**config.mk**
```make
export PLATFORM = sky130hd
export DESIGN_NAME = serial_adc_deser
export DESIGN_NICKNAME = d
export VERILOG_FILES = /design/src/rtl/adc_deser_pkg.sv /design/src/rtl/sad_lane_shifter.sv /design/src/rtl/sad_frame_detect.sv /design/src/rtl/sad_lock_track.sv /design/src/rtl/serial_adc_deser.sv
export SDC_FILE = /design/constraint.sdc
export NUM_CORES = 1
export LEC_CHECK = 0
export BUFFER_PORTS_ARGS = -buffer_cell sky130_fd_sc_hd__buf_4
export CAP_MARGIN = 20
export CORE_ASPECT_RATIO = 0.7
export CORE_MARGIN = 2
export CORE_UTILIZATION = 30
export DETAILED_ROUTE_END_ITERATION = 7
export PLACE_DENSITY = 0.46
export RECOVER_POWER = 50
export SLEW_MARGIN = 20
export SYNTH_ARGS = -nofsm -noshare
export SYNTH_HDL_FRONTEND = slang
export SYNTH_SLANG_ARGS = --single-unit
export TNS_END_PERCENT = 1
```
**constraint.sdc**
```tcl
create_clock -name clk -period 1.6 [get_ports clk]
set_input_delay 0.16 -clock clk [delete_from_list [all_inputs] [get_ports clk]]
set_output_delay 0.16 -clock clk [all_outputs]
set_load 0.02 [all_outputs]
```
**src/rtl/adc_deser_pkg.sv**
```systemverilog
// Package: shared types for the serial ADC deserializer.
// Assumes: each sample has an even number of bits, two bits arrive per cycle.
package adc_deser_pkg;

    // Where the frame low-to-high edge fell relative to the bit-clock cycle
    typedef enum logic {
        PH_ACROSS = 1'b0,   // previous falling bit low, current rising bit high
        PH_WITHIN = 1'b1    // current rising bit low, current falling bit high
    } frame_phase_e;

    // Returns the number of bit-clock cycles needed for one sample
    function automatic int cycles_per_sample(input int sample_bits);
        return sample_bits / 2;
    endfunction

endpackage

```
**src/rtl/sad_lane_shifter.sv**
```systemverilog
// Module: one lane's shift chain and parallel holding register.
// Shifts two bits in per cycle (rising bit first, older) and, on load, copies
// the twelve-bit window that the boundary phase selects.
// Assumes: SAMPLE_BITS is even and at least 4.
module sad_lane_shifter
    import adc_deser_pkg::*;
#(
    parameter int SAMPLE_BITS = 12
) (
    input  logic                   clk,
    input  logic                   rst_n,
    input  logic                   bit_rise,
    input  logic                   bit_fall,
    input  logic                   load,
    input  frame_phase_e           phase,
    output logic [SAMPLE_BITS-1:0] word_o
);

    logic [SAMPLE_BITS-1:0] shreg;
    logic [SAMPLE_BITS-1:0] window;

    // Choose the twelve most recent bits that end just before the sample start
    always_comb begin
        if (phase == PH_WITHIN) begin
            window = {shreg[SAMPLE_BITS-2:0], bit_rise};
        end else begin
            window = shreg;
        end
    end

    // Shift chain: the older rising bit lands above the newer falling bit
    always_ff @(posedge clk) begin
        if (!rst_n) begin
            shreg <= '0;
        end else begin
            shreg <= {shreg[SAMPLE_BITS-3:0], bit_rise, bit_fall};
        end
    end

    // Holding register: takes a new word only on a boundary load
    always_ff @(posedge clk) begin
        if (!rst_n) begin
            word_o <= '0;
        end else if (load) begin
            word_o <= window;
        end
    end

endmodule

```
**src/rtl/sad_frame_detect.sv**
```systemverilog
// Module: reads the captured frame lane as data and finds sample starts.
// Flags a boundary where a low frame bit is followed by a high one, and gives
// the phase of that edge. Also registers the frame level as the sample clock.
// Assumes: the frame lane passed through the same capture path as the data.
module sad_frame_detect
    import adc_deser_pkg::*;
(
    input  logic         clk,
    input  logic         rst_n,
    input  logic         frame_rise,
    input  logic         frame_fall,
    output logic         boundary,
    output frame_phase_e boundary_phase,
    output logic         sample_clk
);

    logic prev_fall;
    logic edge_across;
    logic edge_within;

    // Compare both possible positions of the low-to-high frame edge
    always_comb begin
        edge_across    = !prev_fall && frame_rise;
        edge_within    = !frame_rise && frame_fall;
        boundary       = edge_across || edge_within;
        boundary_phase = edge_within ? PH_WITHIN : PH_ACROSS;
    end

    // Keep the last frame bit of the cycle; reset high so no false edge at start
    always_ff @(posedge clk) begin
        if (!rst_n) begin
            prev_fall <= 1'b1;
        end else begin
            prev_fall <= frame_fall;
        end
    end

    // Captured frame level serves as the sample-rate clock
    always_ff @(posedge clk) begin
        if (!rst_n) begin
            sample_clk <= 1'b0;
        end else begin
            sample_clk <= frame_rise;
        end
    end

endmodule

```
**src/rtl/sad_lock_track.sv**
```systemverilog
// Module: arms on the first frame boundary, issues loads on later ones, and
// tracks whether the boundary spacing and phase stay steady.
// Assumes: a correct frame repeats every CYC_PER_SAMPLE cycles.
module sad_lock_track
    import adc_deser_pkg::*;
#(
    parameter int CYC_PER_SAMPLE = 6,
    parameter int LOCK_MATCHES   = 3
) (
    input  logic         clk,
    input  logic         rst_n,
    input  logic         boundary,
    input  frame_phase_e boundary_phase,
    output logic         load,
    output frame_phase_e phase_q,
    output logic         locked
);

    localparam int GAP_W   = $clog2(CYC_PER_SAMPLE + 2);
    localparam int MATCH_W = $clog2(LOCK_MATCHES + 1);
    localparam logic [GAP_W-1:0]   GAP_PERIOD = GAP_W'(CYC_PER_SAMPLE);
    localparam logic [GAP_W-1:0]   GAP_SAT    = GAP_W'(CYC_PER_SAMPLE + 1);
    localparam logic [MATCH_W-1:0] MATCH_LAST = MATCH_W'(LOCK_MATCHES - 1);
    localparam logic [MATCH_W-1:0] MATCH_MAX  = MATCH_W'(LOCK_MATCHES);

    logic               armed;
    logic [GAP_W-1:0]   gap;
    logic [MATCH_W-1:0] match_cnt;
    logic               spacing_ok;
    logic               timed_out;

    // Decide whether this boundary continues the steady pattern
    always_comb begin
        spacing_ok = (gap == GAP_PERIOD) && (boundary_phase == phase_q);
        timed_out  = !boundary && armed && (gap >= GAP_PERIOD);
        load       = boundary && armed;
    end

    // Cycles since the last boundary, saturating past one period
    always_ff @(posedge clk) begin
        if (!rst_n) begin
            gap <= '0;
        end else if (boundary) begin
            gap <= GAP_W'(1);
        end else if (gap < GAP_SAT) begin
            gap <= gap + 1'b1;
        end
    end

    // Arm on any boundary, disarm when the frame stops arriving
    always_ff @(posedge clk) begin
        if (!rst_n) begin
            armed <= 1'b0;
        end else if (boundary) begin
            armed <= 1'b1;
        end else if (timed_out) begin
            armed <= 1'b0;
        end
    end

    // Phase of the most recent boundary selects the load window
    always_ff @(posedge clk) begin
        if (!rst_n) begin
            phase_q <= PH_ACROSS;
        end else if (boundary) begin
            phase_q <= boundary_phase;
        end
    end

    // Count consecutive good spacings and raise lock after enough of them
    always_ff @(posedge clk) begin
        if (!rst_n) begin
            match_cnt <= '0;
            locked    <= 1'b0;
        end else if (boundary) begin
            if (!armed) begin
                match_cnt <= '0;
                locked    <= 1'b0;
            end else if (spacing_ok) begin
                if (match_cnt < MATCH_MAX) begin
                    match_cnt <= match_cnt + 1'b1;
                end
                if (match_cnt >= MATCH_LAST) begin
                    locked <= 1'b1;
                end
            end else begin
                match_cnt <= '0;
                locked    <= 1'b0;
            end
        end else if (timed_out) begin
            match_cnt <= '0;
            locked    <= 1'b0;
        end
    end

endmodule

```
**src/rtl/serial_adc_deser.sv**
```systemverilog
// Module: top of the frame-aligned serial ADC deserializer.
// Takes pre-split rising/falling bits of every lane and of the frame lane,
// finds sample starts in the frame pattern, and loads all lanes together.
// Assumes: upstream input registers already meet timing on both clock edges.
module serial_adc_deser
    import adc_deser_pkg::*;
#(
    parameter int NUM_LANES    = 8,
    parameter int SAMPLE_BITS  = 12,
    parameter int LOCK_MATCHES = 3
) (
    input  logic                             clk,
    input  logic                             rst_n,
    input  logic [NUM_LANES-1:0]             lane_rise,
    input  logic [NUM_LANES-1:0]             lane_fall,
    input  logic                             frame_rise,
    input  logic                             frame_fall,
    output logic [NUM_LANES*SAMPLE_BITS-1:0] sample_data,
    output logic                             sample_valid,
    output logic                             sample_phase,
    output logic                             frame_locked,
    output logic                             sample_clk
);

    localparam int CYC_PER_SAMPLE = cycles_per_sample(SAMPLE_BITS);

    logic         boundary;
    frame_phase_e boundary_phase;
    logic         load;
    frame_phase_e phase_q;

    sad_frame_detect u_detect (
        .clk            (clk),
        .rst_n          (rst_n),
        .frame_rise     (frame_rise),
        .frame_fall     (frame_fall),
        .boundary       (boundary),
        .boundary_phase (boundary_phase),
        .sample_clk     (sample_clk)
    );

    sad_lock_track #(
        .CYC_PER_SAMPLE (CYC_PER_SAMPLE),
        .LOCK_MATCHES   (LOCK_MATCHES)
    ) u_lock (
        .clk            (clk),
        .rst_n          (rst_n),
        .boundary       (boundary),
        .boundary_phase (boundary_phase),
        .load           (load),
        .phase_q        (phase_q),
        .locked         (frame_locked)
    );

    // One shifter per lane, all sharing the same load and phase
    for (genvar g = 0; g < NUM_LANES; g++) begin : g_lane
        sad_lane_shifter #(
            .SAMPLE_BITS (SAMPLE_BITS)
        ) u_lane (
            .clk      (clk),
            .rst_n    (rst_n),
            .bit_rise (lane_rise[g]),
            .bit_fall (lane_fall[g]),
            .load     (load),
            .phase    (boundary_phase),
            .word_o   (sample_data[g*SAMPLE_BITS +: SAMPLE_BITS])
        );
    end

    // Strobe aligned with the holding registers taking their new value
    always_ff @(posedge clk) begin
        if (!rst_n) begin
            sample_valid <= 1'b0;
        end else begin
            sample_valid <= load;
        end
    end

    // Expose the phase of the latest boundary
    always_comb begin
        sample_phase = (phase_q == PH_WITHIN);
    end

endmodule

```
==> results of run 1 <==
==> registers in the layout (all words and copies together), names as in the netlist <==
register              flops
u_lock.locked             1
g_lane.u_lane.shreg      96
u_detect.prev_fall        1
sample_valid              1
u_lock.phase_q            1
u_detect.sample_clk       1
u_lock.gap                3
u_lock.armed              1
g_lane.u_lane.word_o     96
u_lock.match_cnt          2
==> worst max-delay path: cells and delay by family, from the launching register on <==
kind                   cells  cell delay (ps)
and+or+nand+nor            2              200
buffers and inverters      3              410
AOI/OAI and AO/OA          2              490
DFF                        1              300
==> area by class of cell <==
| type | instances | area (um2) | share of cell area |
|---|---|---|---|
| Tap cell | 318 | 398 | 0.0417 |
| Inverter | 4 | 16.3 | 0.00170 |
| Timing Repair Buffer | 181 | 1510 | 0.159 |
| Sequential cell | 203 | 4060 | 0.426 |
| Multi-Input combinational cell | 524 | 2830 | 0.297 |
| Clock buffer | 30 | 651 | 0.0682 |
| Clock inverter | 10 | 71.3 | 0.00747 |
==> what timing repair did <==
| item | 4_1_cts | 5_1_grt |
|---|---|---|
| hold buffers | 18 | 0 |
| endpoints found under the setup margin | 0 | 59 |
| endpoints found under the hold margin | 26 | 0 |
| resized for setup | 0 | 14 |
| buffers inserted | 0 | 16 |
==> kinds of logic (layout without fill, tap and decap cells) <==
logic type | Yosys count | count (layout) | synth area share
adders and majority gates | 4 | 4 | 0.00695
xor gates and xnor gates | 1 | 1 | 0.00122
buffers and inverters | 69 | 225 | 0.0459
DFF | 203 | 203 | 0.565
and+or+nand+nor | 412 | 412 | 0.254
AOI/OAI and AO/OA | 107 | 107 | 0.127
==> cells in the final DEF, fill, tap and decap left out, types with 2 or more instances in the layout <==
cell	instances
buf_12	12
a31oi_1	4
a311oi_1	94
nor2_1	99
and3_1	2
nand3_1	7
a311oi_2	2
nand2b_4	2
and2_0	18
clkinv_2	7
buf_4	89
dfxtp_1	203
nand4_1	2
inv_1	3
nand2_1	197
a21oi_1	4
clkbuf_16	27
dlygate4sd3_1	17
and2_1	80
ha_1	4
clkbuf_8	7
clkbuf_1	49
buf_6	6
nor3_1	3
==> power groups by stage <==
stage	clock, mW	sequential (mW)	combinational (mW)
3_5_place_dp	0	5.53	1.09
5_1_grt	5.33	5.45	1.25
2_1_floorplan	0	5.66	0.474
3_3_place_gp	0	5.54	1.08
4_1_cts	5.14	5.42	1.13
6_report	4.96	5.42	1.13
==> how the worst max path moves through the flow <==
stage                  startpoint                    endpoint  slack (ps)
2_1_floorplan  u_detect.prev_fall  g_lane[0].u_lane.word_o[0]         290
3_3_place_gp   u_detect.prev_fall  g_lane[2].u_lane.word_o[2]          60
3_5_place_dp   u_detect.prev_fall  g_lane[1].u_lane.word_o[4]          50
4_1_cts        u_detect.prev_fall  g_lane[1].u_lane.word_o[1]          30
5_1_grt        u_detect.prev_fall  g_lane[3].u_lane.word_o[8]          10
6_report       u_detect.prev_fall  g_lane[1].u_lane.word_o[1]          80
==> layer usage <==
layer | part of all wire | track usage
met5 | 0 | 0
met4 | 0.012 | 0.0273
met3 | 0.050 | 0.0353
met2 | 0.41 | 0.210
met1 | 0.53 | 0.216
==> results.py, run 1 <==
metrics = {
    "job": {
        "drv_cap": 0,
    },
    "detailed_routing": {
        "viasPerCell": 4.54,
        "wl_per_cell_um": 14.9,
        "ant_nets": 0,
        "drc": 0,
        "initialDrtViolationCount": 259,
        "drt_wl_total_mm": 18.9,
        "route.vias.total": 5764,
        "drtPass1Iterations": 4,
    },
    "floorplan": {
        "initial_core_util": 0.305,
        "pin_count": 120,
        "fp.coreArea_um2": 23600,
        "num_rows": 47,
        "fp.dieH_um": 134,
        "die_area_um2": 25300,
        "die_x_um": 189,
    },
    "placed_design": {
        "pre_cts_ws_ps": 46.9,
        "port_buffers": 119,
        "place_area_um2": 8520,
        "hpwl_mm": 10.8,
        "placedCellCount": 1191,
        "routabilityCongestion": 0.702,
    },
    "timing": {
        "holdWs_ps": 143,
        "setup_slack_ps": 79.6,
        "final.min_clock_period_ps": 1520,
        "tightestPinTransition_ps": 979,
        "timing.final.crit_share": 0.950,
        "drv_slew": 0,
        "setup_violations": 0,
        "hold_viol_final": 0,
        "rsz0062_at_grt": "false",
        "finalClockSkew_ps": 20.9,
        "setup_tns_ps": 0,
        "relSlewSlack": 0.347,
        "max_freq_mhz": 658,
    },
    "setup_path": {
        "crit_type": "reg2reg",
        "cp.required_ps": 2010,
        "critPathCaptureType": "register",
        "cp_cell_sequence": "nand2b_4 -> a21oi_4 -> buf_6 -> buf_12 -> buf_12 -> nor2_1 -> a311oi_1",
        "slowest_stage": "dfxtp_1",
        "worst_setup_path_start_kind": "register",
        "r2r_cells": 7,
        "timing.critical_path.mode_cell": "buf_12",
        "cpPeakStageDelay_ps": 300,
        "rrSetupSlack_ps": 80,
        "arrival_ps": 1930,
        "reg2reg_to": "g_lane[1].u_lane.word_o[1]",
        "worst-path-max-fanout": 16,
        "rr_startpoint": "u_detect.prev_fall",
    },
    "cts": {
        "htree_num_levels": 1,
        "cts_root_buf": "clkbuf_16",
        "cts.clk_slew.worst_paths_ps": 60,
        "clock_latency_ps": 510,
        "numCtsBuffers": 22,
        "clock_path_buffers": 3,
        "cts_tree": "built",
        "cts.sinks": 203,
    },
    "min_path": {
        "min_from": "frame_rise",
        "whs_endpoint": "u_detect.sample_clk",
        "hp-class": "in2reg",
        "whs_path_depth": 3,
    },
    "pwr": {
        "swShare": 0.252,
        "pwr-share-clk": 0.431,
        "power.internal_mw": 8.62,
        "combPwrFrac": 0.099,
        "irDropWorstVdd_v": 0.000701,
        "power_mw": 11.5,
        "power_switching_mw": 2.90,
        "seqPwrFrac": 0.471,
        "leakage_nw": 3.50,
        "powerDensity_nw_per_um2": 1210,
    },
    "grt": {
        "grt_antenna_before_repair": 0,
        "grt_pass1_vias": 5531,
        "grt_pass1_wl_mm": 29.8,
        "grt_usage": 0.144,
        "grt_max_degree": 104,
        "overflow": 0,
    },
    "status": {
        "outcome": "complete, no violations",
    },
    "synth": {
        "synth.most_common_cell": "dfxtp_1",
        "synth_cell_types": 25,
        "ys_seq_area_frac": 0.565,
        "ys_seq_elements": 203,
        "synthCells": 796,
        "synth_area_leader_cell": "dfxtp_1",
        "synth_common_cells": "dfxtp_1, nand2_1, nor2_1",
        "synthesis.nets": 820,
        "synth_top_area_frac": 0.565,
        "synth_edf_count": 0,
        "syn_area_per_cell_um2": 9.04,
        "yosysWarnings": 0,
        "async_reset_ff_frac": 0,
        "synthFlopType": "dfxtp_1",
        "yosys-top-cells-area": "dfxtp_1, a311oi_1, nand2_1",
        "syn_area_um2": 7200,
    },
    "finish": {
        "antenna_cells": 0,
        "final_core_util": 0.405,
        "area_growth_pct": 32.6,
        "nNetsFinal": 960,
        "n_fill_cell": 2422,
        "drive_gt1_frac": 0.169,
        "final_area_um2": 9550,
        "fin_cells": 1270,
    },
}
Note: power is estimated with default switching activity, not from simulation.
==> run 2, diff against run 1 <==
ABC_AREA = 1   (was unset)
==> run 2 against run 1 <==
Highest routed layer unchanged. Clock skew fell by 6.8 ps. Critical endpoint is now g_lane[7].u_lane.word_o[1]. Register-to-register slack improved by 100 ps. Sequential share of layout area rose by 1.1 points. Largest cell class unchanged. Fmax rose by 4.8%. Via count rose by 8.5%. Total power fell by 0.75%. Final cell count rose by 7.8%. Combinational power fell by 9%. Final area fell by 2.5%. Utilization fell by 2.4 points. First-iteration DRC count rose by 44%.
==> results.py, run 2 <==
metrics = {
    "timing": {
        "final.min_clock_period_ps": 1450,
        "timing.final.crit_share": 0.907,
        "setup_violations": 0,
        "drv_slew": 0,
        "max_freq_mhz": 689,
        "setup_tns_ps": 0,
        "tightestPinTransition_ps": 558,
        "hold_viol_final": 0,
        "relSlewSlack": 0.628,
        "setup_slack_ps": 149,
        "finalClockSkew_ps": 14.0,
        "rsz0062_at_grt": "false",
    },
    "pwr": {
        "leakage_nw": 4.17,
        "power_mw": 11.4,
        "powerDensity_nw_per_um2": 1230,
        "irDropWorstVdd_v": 0.000696,
    },
    "cts": {
        "htree_num_levels": 1,
        "numCtsBuffers": 22,
        "cts.sinks": 203,
        "cts_root_buf": "clkbuf_16",
        "cts.clk_slew.worst_paths_ps": 60,
        "cts_tree": "built",
        "clock_latency_ps": 500,
        "clock_path_buffers": 3,
    },
    "synth": {
        "synthAdderAreaFrac": 0.00675,
        "yosysWarnings": 0,
        "synth_edf_count": 0,
        "ys_seq_area_frac": 0.548,
        "syn_area_um2": 7420,
        "synthFlopType": "dfxtp_1",
        "synth-compound-area-share": 0.151,
        "async_reset_ff_frac": 0,
        "synthCells": 921,
        "synth_common_cells": "nand2_1, dfxtp_1, inv_1",
        "synth.most_common_cell": "nand2_1",
        "ys_seq_elements": 203,
        "yosys-top-cells-area": "dfxtp_1, nand2_1, a31oi_1",
        "syn_area_per_cell_um2": 8.05,
        "synthesis.nets": 945,
        "synth_top_family_by_area": "simple AND/OR/NAND/NOR gates",
        "synth_top_area_frac": 0.548,
        "synth_mux_area_frac": 0,
        "synthSimpleGateAreaFrac": 0.185,
        "synth_xor_area_frac": 0.00118,
        "synth_area_leader_cell": "dfxtp_1",
        "synth_cell_types": 21,
    },
    "finish": {
        "n_fill_cell": 2604,
        "antenna_cells": 0,
        "final_area_um2": 9310,
        "area_growth_pct": 25.5,
        "drive_gt1_frac": 0.123,
        "final_core_util": 0.381,
        "final_common_cell": "nand2_1",
        "nNetsFinal": 1053,
        "layout_common_cells": "nand2_1, dfxtp_1, inv_1, nand3_1, a31oi_1",
        "reg_top3": "g_lane.u_lane.shreg: 96 flops, g_lane.u_lane.word_o: 96 flops, u_lock.gap: 3 flops",
    },
    "min_path": {
        "whs_endpoint": "u_detect.prev_fall",
        "min_from": "frame_fall",
        "hp-class": "in2reg",
        "whs_path_depth": 3,
    },
    "floorplan": {
        "num_rows": 48,
        "die_area_um2": 26000,
        "pin_count": 120,
        "fp.dieH_um": 136,
        "fp.coreArea_um2": 24400,
        "die_x_um": 192,
        "initial_core_util": 0.303,
    },
    "detailed_routing": {
        "drc": 0,
        "initialDrtViolationCount": 372,
        "drtPass1Iterations": 4,
        "route.vias.total": 6252,
        "viasPerCell": 4.57,
        "wl_per_cell_um": 14.2,
        "ant_nets": 0,
        "drt_wl_total_mm": 19.4,
    },
    "setup_path": {
        "cp.required_ps": 2020,
        "r2r_cells": 11,
        "rrSetupSlack_ps": 180,
        "worst_setup_path_start_kind": "input port",
        "worst-path-max-fanout": 49,
        "reg2reg_to": "u_lock.match_cnt[1]",
        "rr_startpoint": "u_lock.gap[0]",
        "critPathCaptureType": "register",
        "arrival_ps": 1880,
        "crit_type": "in2reg",
    },
    "placed_design": {
        "hpwl_mm": 11.8,
        "port_buffers": 119,
        "pre_cts_ws_ps": 161,
        "place_area_um2": 8640,
        "routabilityCongestion": 0.709,
    },
    "grt": {
        "grt_antenna_before_repair": 0,
        "grt_max_degree": 89,
        "grt_pass1_vias": 5640,
        "grt_pass1_wl_mm": 30.8,
        "grt_usage": 0.147,
        "overflow": 0,
    },
    "job": {
        "drv_cap": 0,
    },
    "status": {
        "outcome": "complete, no violations",
    },
}
[run 2: cell count changes after synthesis, moves of 20 or more]
cell      previous run  this run
o21ai_1              0        76
a31oi_1              4        97
nand3_1              7       101
o21ai_0              1        21
a311oi_1            96         0
inv_1                4       112
nor2_1              99        11
and2_1              98         0
[run 2: area by class of cell]
cell class                      instances  area, um2  area share
Tap cell                              325        407      0.0437
Sequential cell                       203       4060       0.437
Multi-Input combinational cell        530       2550       0.274
Timing Repair Buffer                  158       1150       0.123
Inverter                              114        434      0.0466
Clock buffer                           29        628      0.0675
Clock inverter                         10       80.1     0.00860
[run 2: repair_timing]
action	4_1_cts	5_1_grt
hold buffers	19	0
endpoints found under the setup margin	0	1
gates resized for setup	0	1
endpoints found under the hold margin	32	0
buffers inserted	0	0
[run 2: stage by stage]
step	hold WS (ps)	std cells
after detailed placement	347	1311
final	161	1369
after global placement	344	1311
after CTS	137	1369
after floorplan	253	921
after global routing	163	1369
[run 2: layer usage]
layer / vias to the layer above / global-route usage / wire [um]
met3: 24 / 0.0303 / 974
met4: 0 / 0.0308 / 318
met5: - / 0 / 0
met2: 115 / 0.214 / 8020
met1: 2863 / 0.221 / 10100
li1: 3250 / - / -
[run 2: cells by family after synthesis]
| family | Yosys count |
|---|---|
| and+or+nand+nor | 326 |
| DFF | 203 |
| AOI/OAI and AO/OA | 199 |
| buffers and inverters | 188 |
| adders and majority gates | 4 |
| xor gates and xnor gates | 1 |
[run 2: report_power, final]
part / switching (mW) / internal, mW
clock network: 2.07 / 2.92
registers: 0.144 / 5.26
logic: 0.656 / 0.369
total: 2.87 / 8.55
[run 2: worst max-delay path, cell delays in order]
cell and delay (ps):
dlygate4sd3_1 540, buf_4 150, clkinv_2 90, nand2_4 80
nand2_4 60, nand2_1 120, inv_6 140, buf_12 230
o21ai_1 80, a31oi_1 180
[run 2: worst max-delay path by stage]
stage | startpoint | cells after the start | endpoint
after detailed placement | frame_rise | 9 | g_lane[6].u_lane.word_o[1]
after global placement | frame_rise | 9 | g_lane[6].u_lane.word_o[1]
after CTS | frame_rise | 10 | g_lane[6].u_lane.word_o[1]
after global routing | u_lock.gap[0] | 11 | u_lock.match_cnt[1]
final | frame_rise | 10 | g_lane[7].u_lane.word_o[1]
after floorplan | u_lock.gap[0] | 11 | u_lock.match_cnt[1]
==> run 3, diff against run 2 <==
clock period = 1.85 ns   (was 1.6 ns; I/O delays follow)
==> run 3 against run 2 <==
Worst hold slack lost 120 ps. Clock power shrank 13%. Final cell count shrank 0.73%. Utilization shrank 0.29 points.
==> results.py, run 3 (synthesis gave the netlist of run 2 again) <==
metrics = {
    "status": {
        "outcome": "complete, no violations",
    },
    "grt": {
        "grt_max_degree": 99,
        "grt_pass1_vias": 5721,
        "grt_pass1_wl_mm": 31.4,
        "grt_usage": 0.149,
        "overflow": 0,
        "grt_antenna_before_repair": 0,
    },
    "cts": {
        "cts.clk_slew.worst_paths_ps": 60,
        "cts.sinks": 203,
        "cts_root_buf": "clkbuf_16",
        "clock_latency_ps": 510,
        "clock_path_buffers": 3,
        "numCtsBuffers": 22,
        "htree_num_levels": 1,
        "cts_tree": "built",
    },
    "pwr": {
        "irDropWorstVdd_v": 0.000492,
        "powerDensity_nw_per_um2": 1070,
        "power_mw": 9.90,
        "leakage_nw": 4.13,
    },
    "setup_path": {
        "cpPeakStageDelay_ps": 530,
        "arrival_ps": 2070,
        "worst_setup_path_start_kind": "input port",
        "cp.required_ps": 2290,
        "critPathCaptureType": "register",
        "crit_type": "in2reg",
        "cp_cell_sequence": "dlygate4sd3_1 -> buf_4 -> clkinv_2 -> nand2_4 -> nand2_4 -> nand2_1 -> inv_6 -> buf_4 -> o21ai_1 -> a31oi_1",
        "slowest_stage": "dlygate4sd3_1",
        "worst-path-max-fanout": 34,
        "crit_family": "buffers and inverters",
        "crit_buf_inv": 5,
    },
    "placed_design": {
        "routabilityCongestion": 0.728,
        "placedCellCount": 1305,
        "port_buffers": 119,
        "pre_cts_ws_ps": 268,
        "hpwl_mm": 11.4,
    },
    "job": {
        "drv_cap": 0,
    },
    "finish": {
        "layout_common_cells": "nand2_1, dfxtp_1, inv_1, nand3_1, a31oi_1",
        "drive_gt1_frac": 0.114,
        "nNetsFinal": 1045,
        "final_common_cell": "nand2_1",
        "reg_top3": "g_lane.u_lane.shreg: 96 flops, g_lane.u_lane.word_o: 96 flops, u_lock.gap: 3 flops",
        "fin_cells": 1359,
        "area_growth_pct": 24.5,
        "antenna_cells": 0,
    },
    "detailed_routing": {
        "wl_per_cell_um": 14.2,
        "drc": 0,
        "initialDrtViolationCount": 372,
        "ant_nets": 0,
        "route.vias.total": 6194,
        "m1WireLength_mm": 10.2,
        "drtPass1Iterations": 5,
        "met2_wirelength_mm": 7.78,
        "route.met3.wl_mm": 1.05,
        "viasPerCell": 4.56,
        "drt_wl_total_mm": 19.3,
        "top_layer_used": "met4",
    },
    "timing": {
        "max_freq_mhz": 612,
        "rsz0062_at_grt": "false",
        "setup_slack_ps": 217,
        "tightestPinTransition_ps": 807,
        "hold_viol_final": 0,
        "finalClockSkew_ps": 14.2,
        "relSlewSlack": 0.462,
        "final.min_clock_period_ps": 1630,
        "setup_tns_ps": 0,
        "timing.final.crit_share": 0.883,
        "drv_slew": 0,
        "setup_violations": 0,
    },
    "min_path": {
        "hp-class": "in2reg",
    },
    "floorplan": {
        "num_rows": 48,
        "fp.dieH_um": 136,
        "fp.coreArea_um2": 24400,
        "die_area_um2": 26000,
        "die_x_um": 192,
        "pin_count": 120,
        "initial_core_util": 0.303,
    },
}
[run 3: cell count changes in the layout (fill, tap and decap cells not counted), moves of 2 or more]
| cell | change |
|---|---|
| clkinv_2 | -3 |
| clkbuf_2 | -4 |
| clkbuf_4 | +10 |
| buf_4 | -12 |
| dlygate4sd3_1 | -2 |
| clkinv_4 | +2 |
| clkbuf_1 | +2 |
| clkinvlp_4 | -2 |
[run 3: worst register-to-register path, cell delays in order, from the launching register on]
cell and delay (ps):
dfxtp_1 300, inv_1 40, nand2_1 90, nand2_4 110
nand2_1 130, inv_6 260, buf_4 340, o21ai_1 100
a31oi_1 140
[run 3: cell type report]
class / instances / area (um2)
fill: 2556 / 15200
sequential: 203 / 4060
multi-input combinational: 530 / 2550
timing repair buffer: 150 / 1070
clock buffer: 28 / 603
inverter: 114 / 434
tap: 325 / 407
clock inverter: 9 / 114
[run 3: final timing paths]
check | start | cells past startpoint | endpoint | slack (ps)
max reg2reg | u_detect.prev_fall | 8 | g_lane[0].u_lane.word_o[2] | 280
min | rst_n | 3 | g_lane[3].u_lane.shreg[2] | 40
min reg2reg | g_lane[6].u_lane.shreg[7] | 2 | g_lane[6].u_lane.shreg[9] | 440
max | frame_rise | 10 | g_lane[0].u_lane.word_o[2] | 220
[run 3: stage by stage]
stage	utilization	cell area [um2]	hold WS [ps]
after floorplan	-	7420	278
after global placement	0.350	8550	368
after detailed placement	0.350	8550	370
after CTS	0.386	9440	30.5
after global routing	0.378	9240	49.1
final	0.378	9240	44.6
[run 3: power breakdown]
part	switching, mW	internal (mW)	leakage (nW)	total (mW)
logic	0.561	0.303	2.12	0.865
registers	0.125	4.55	1.66	4.68
clock network	1.77	2.59	0.355	4.36
[run 3: repair_timing]
item / 4_1_cts / 5_1_grt
hold buffers: 17 / 0
endpoints found under the hold margin: 25 / 0
resized for setup: 0 / 0
setup buffers: 0 / 0
[run 3: per-layer routing]
layer,global-route usage,vias to the layer above
met4,0.0291,0
met1,0.226,2813
li1,-,3237
met5,0,-
met3,0.0324,17
met2,0.214,127
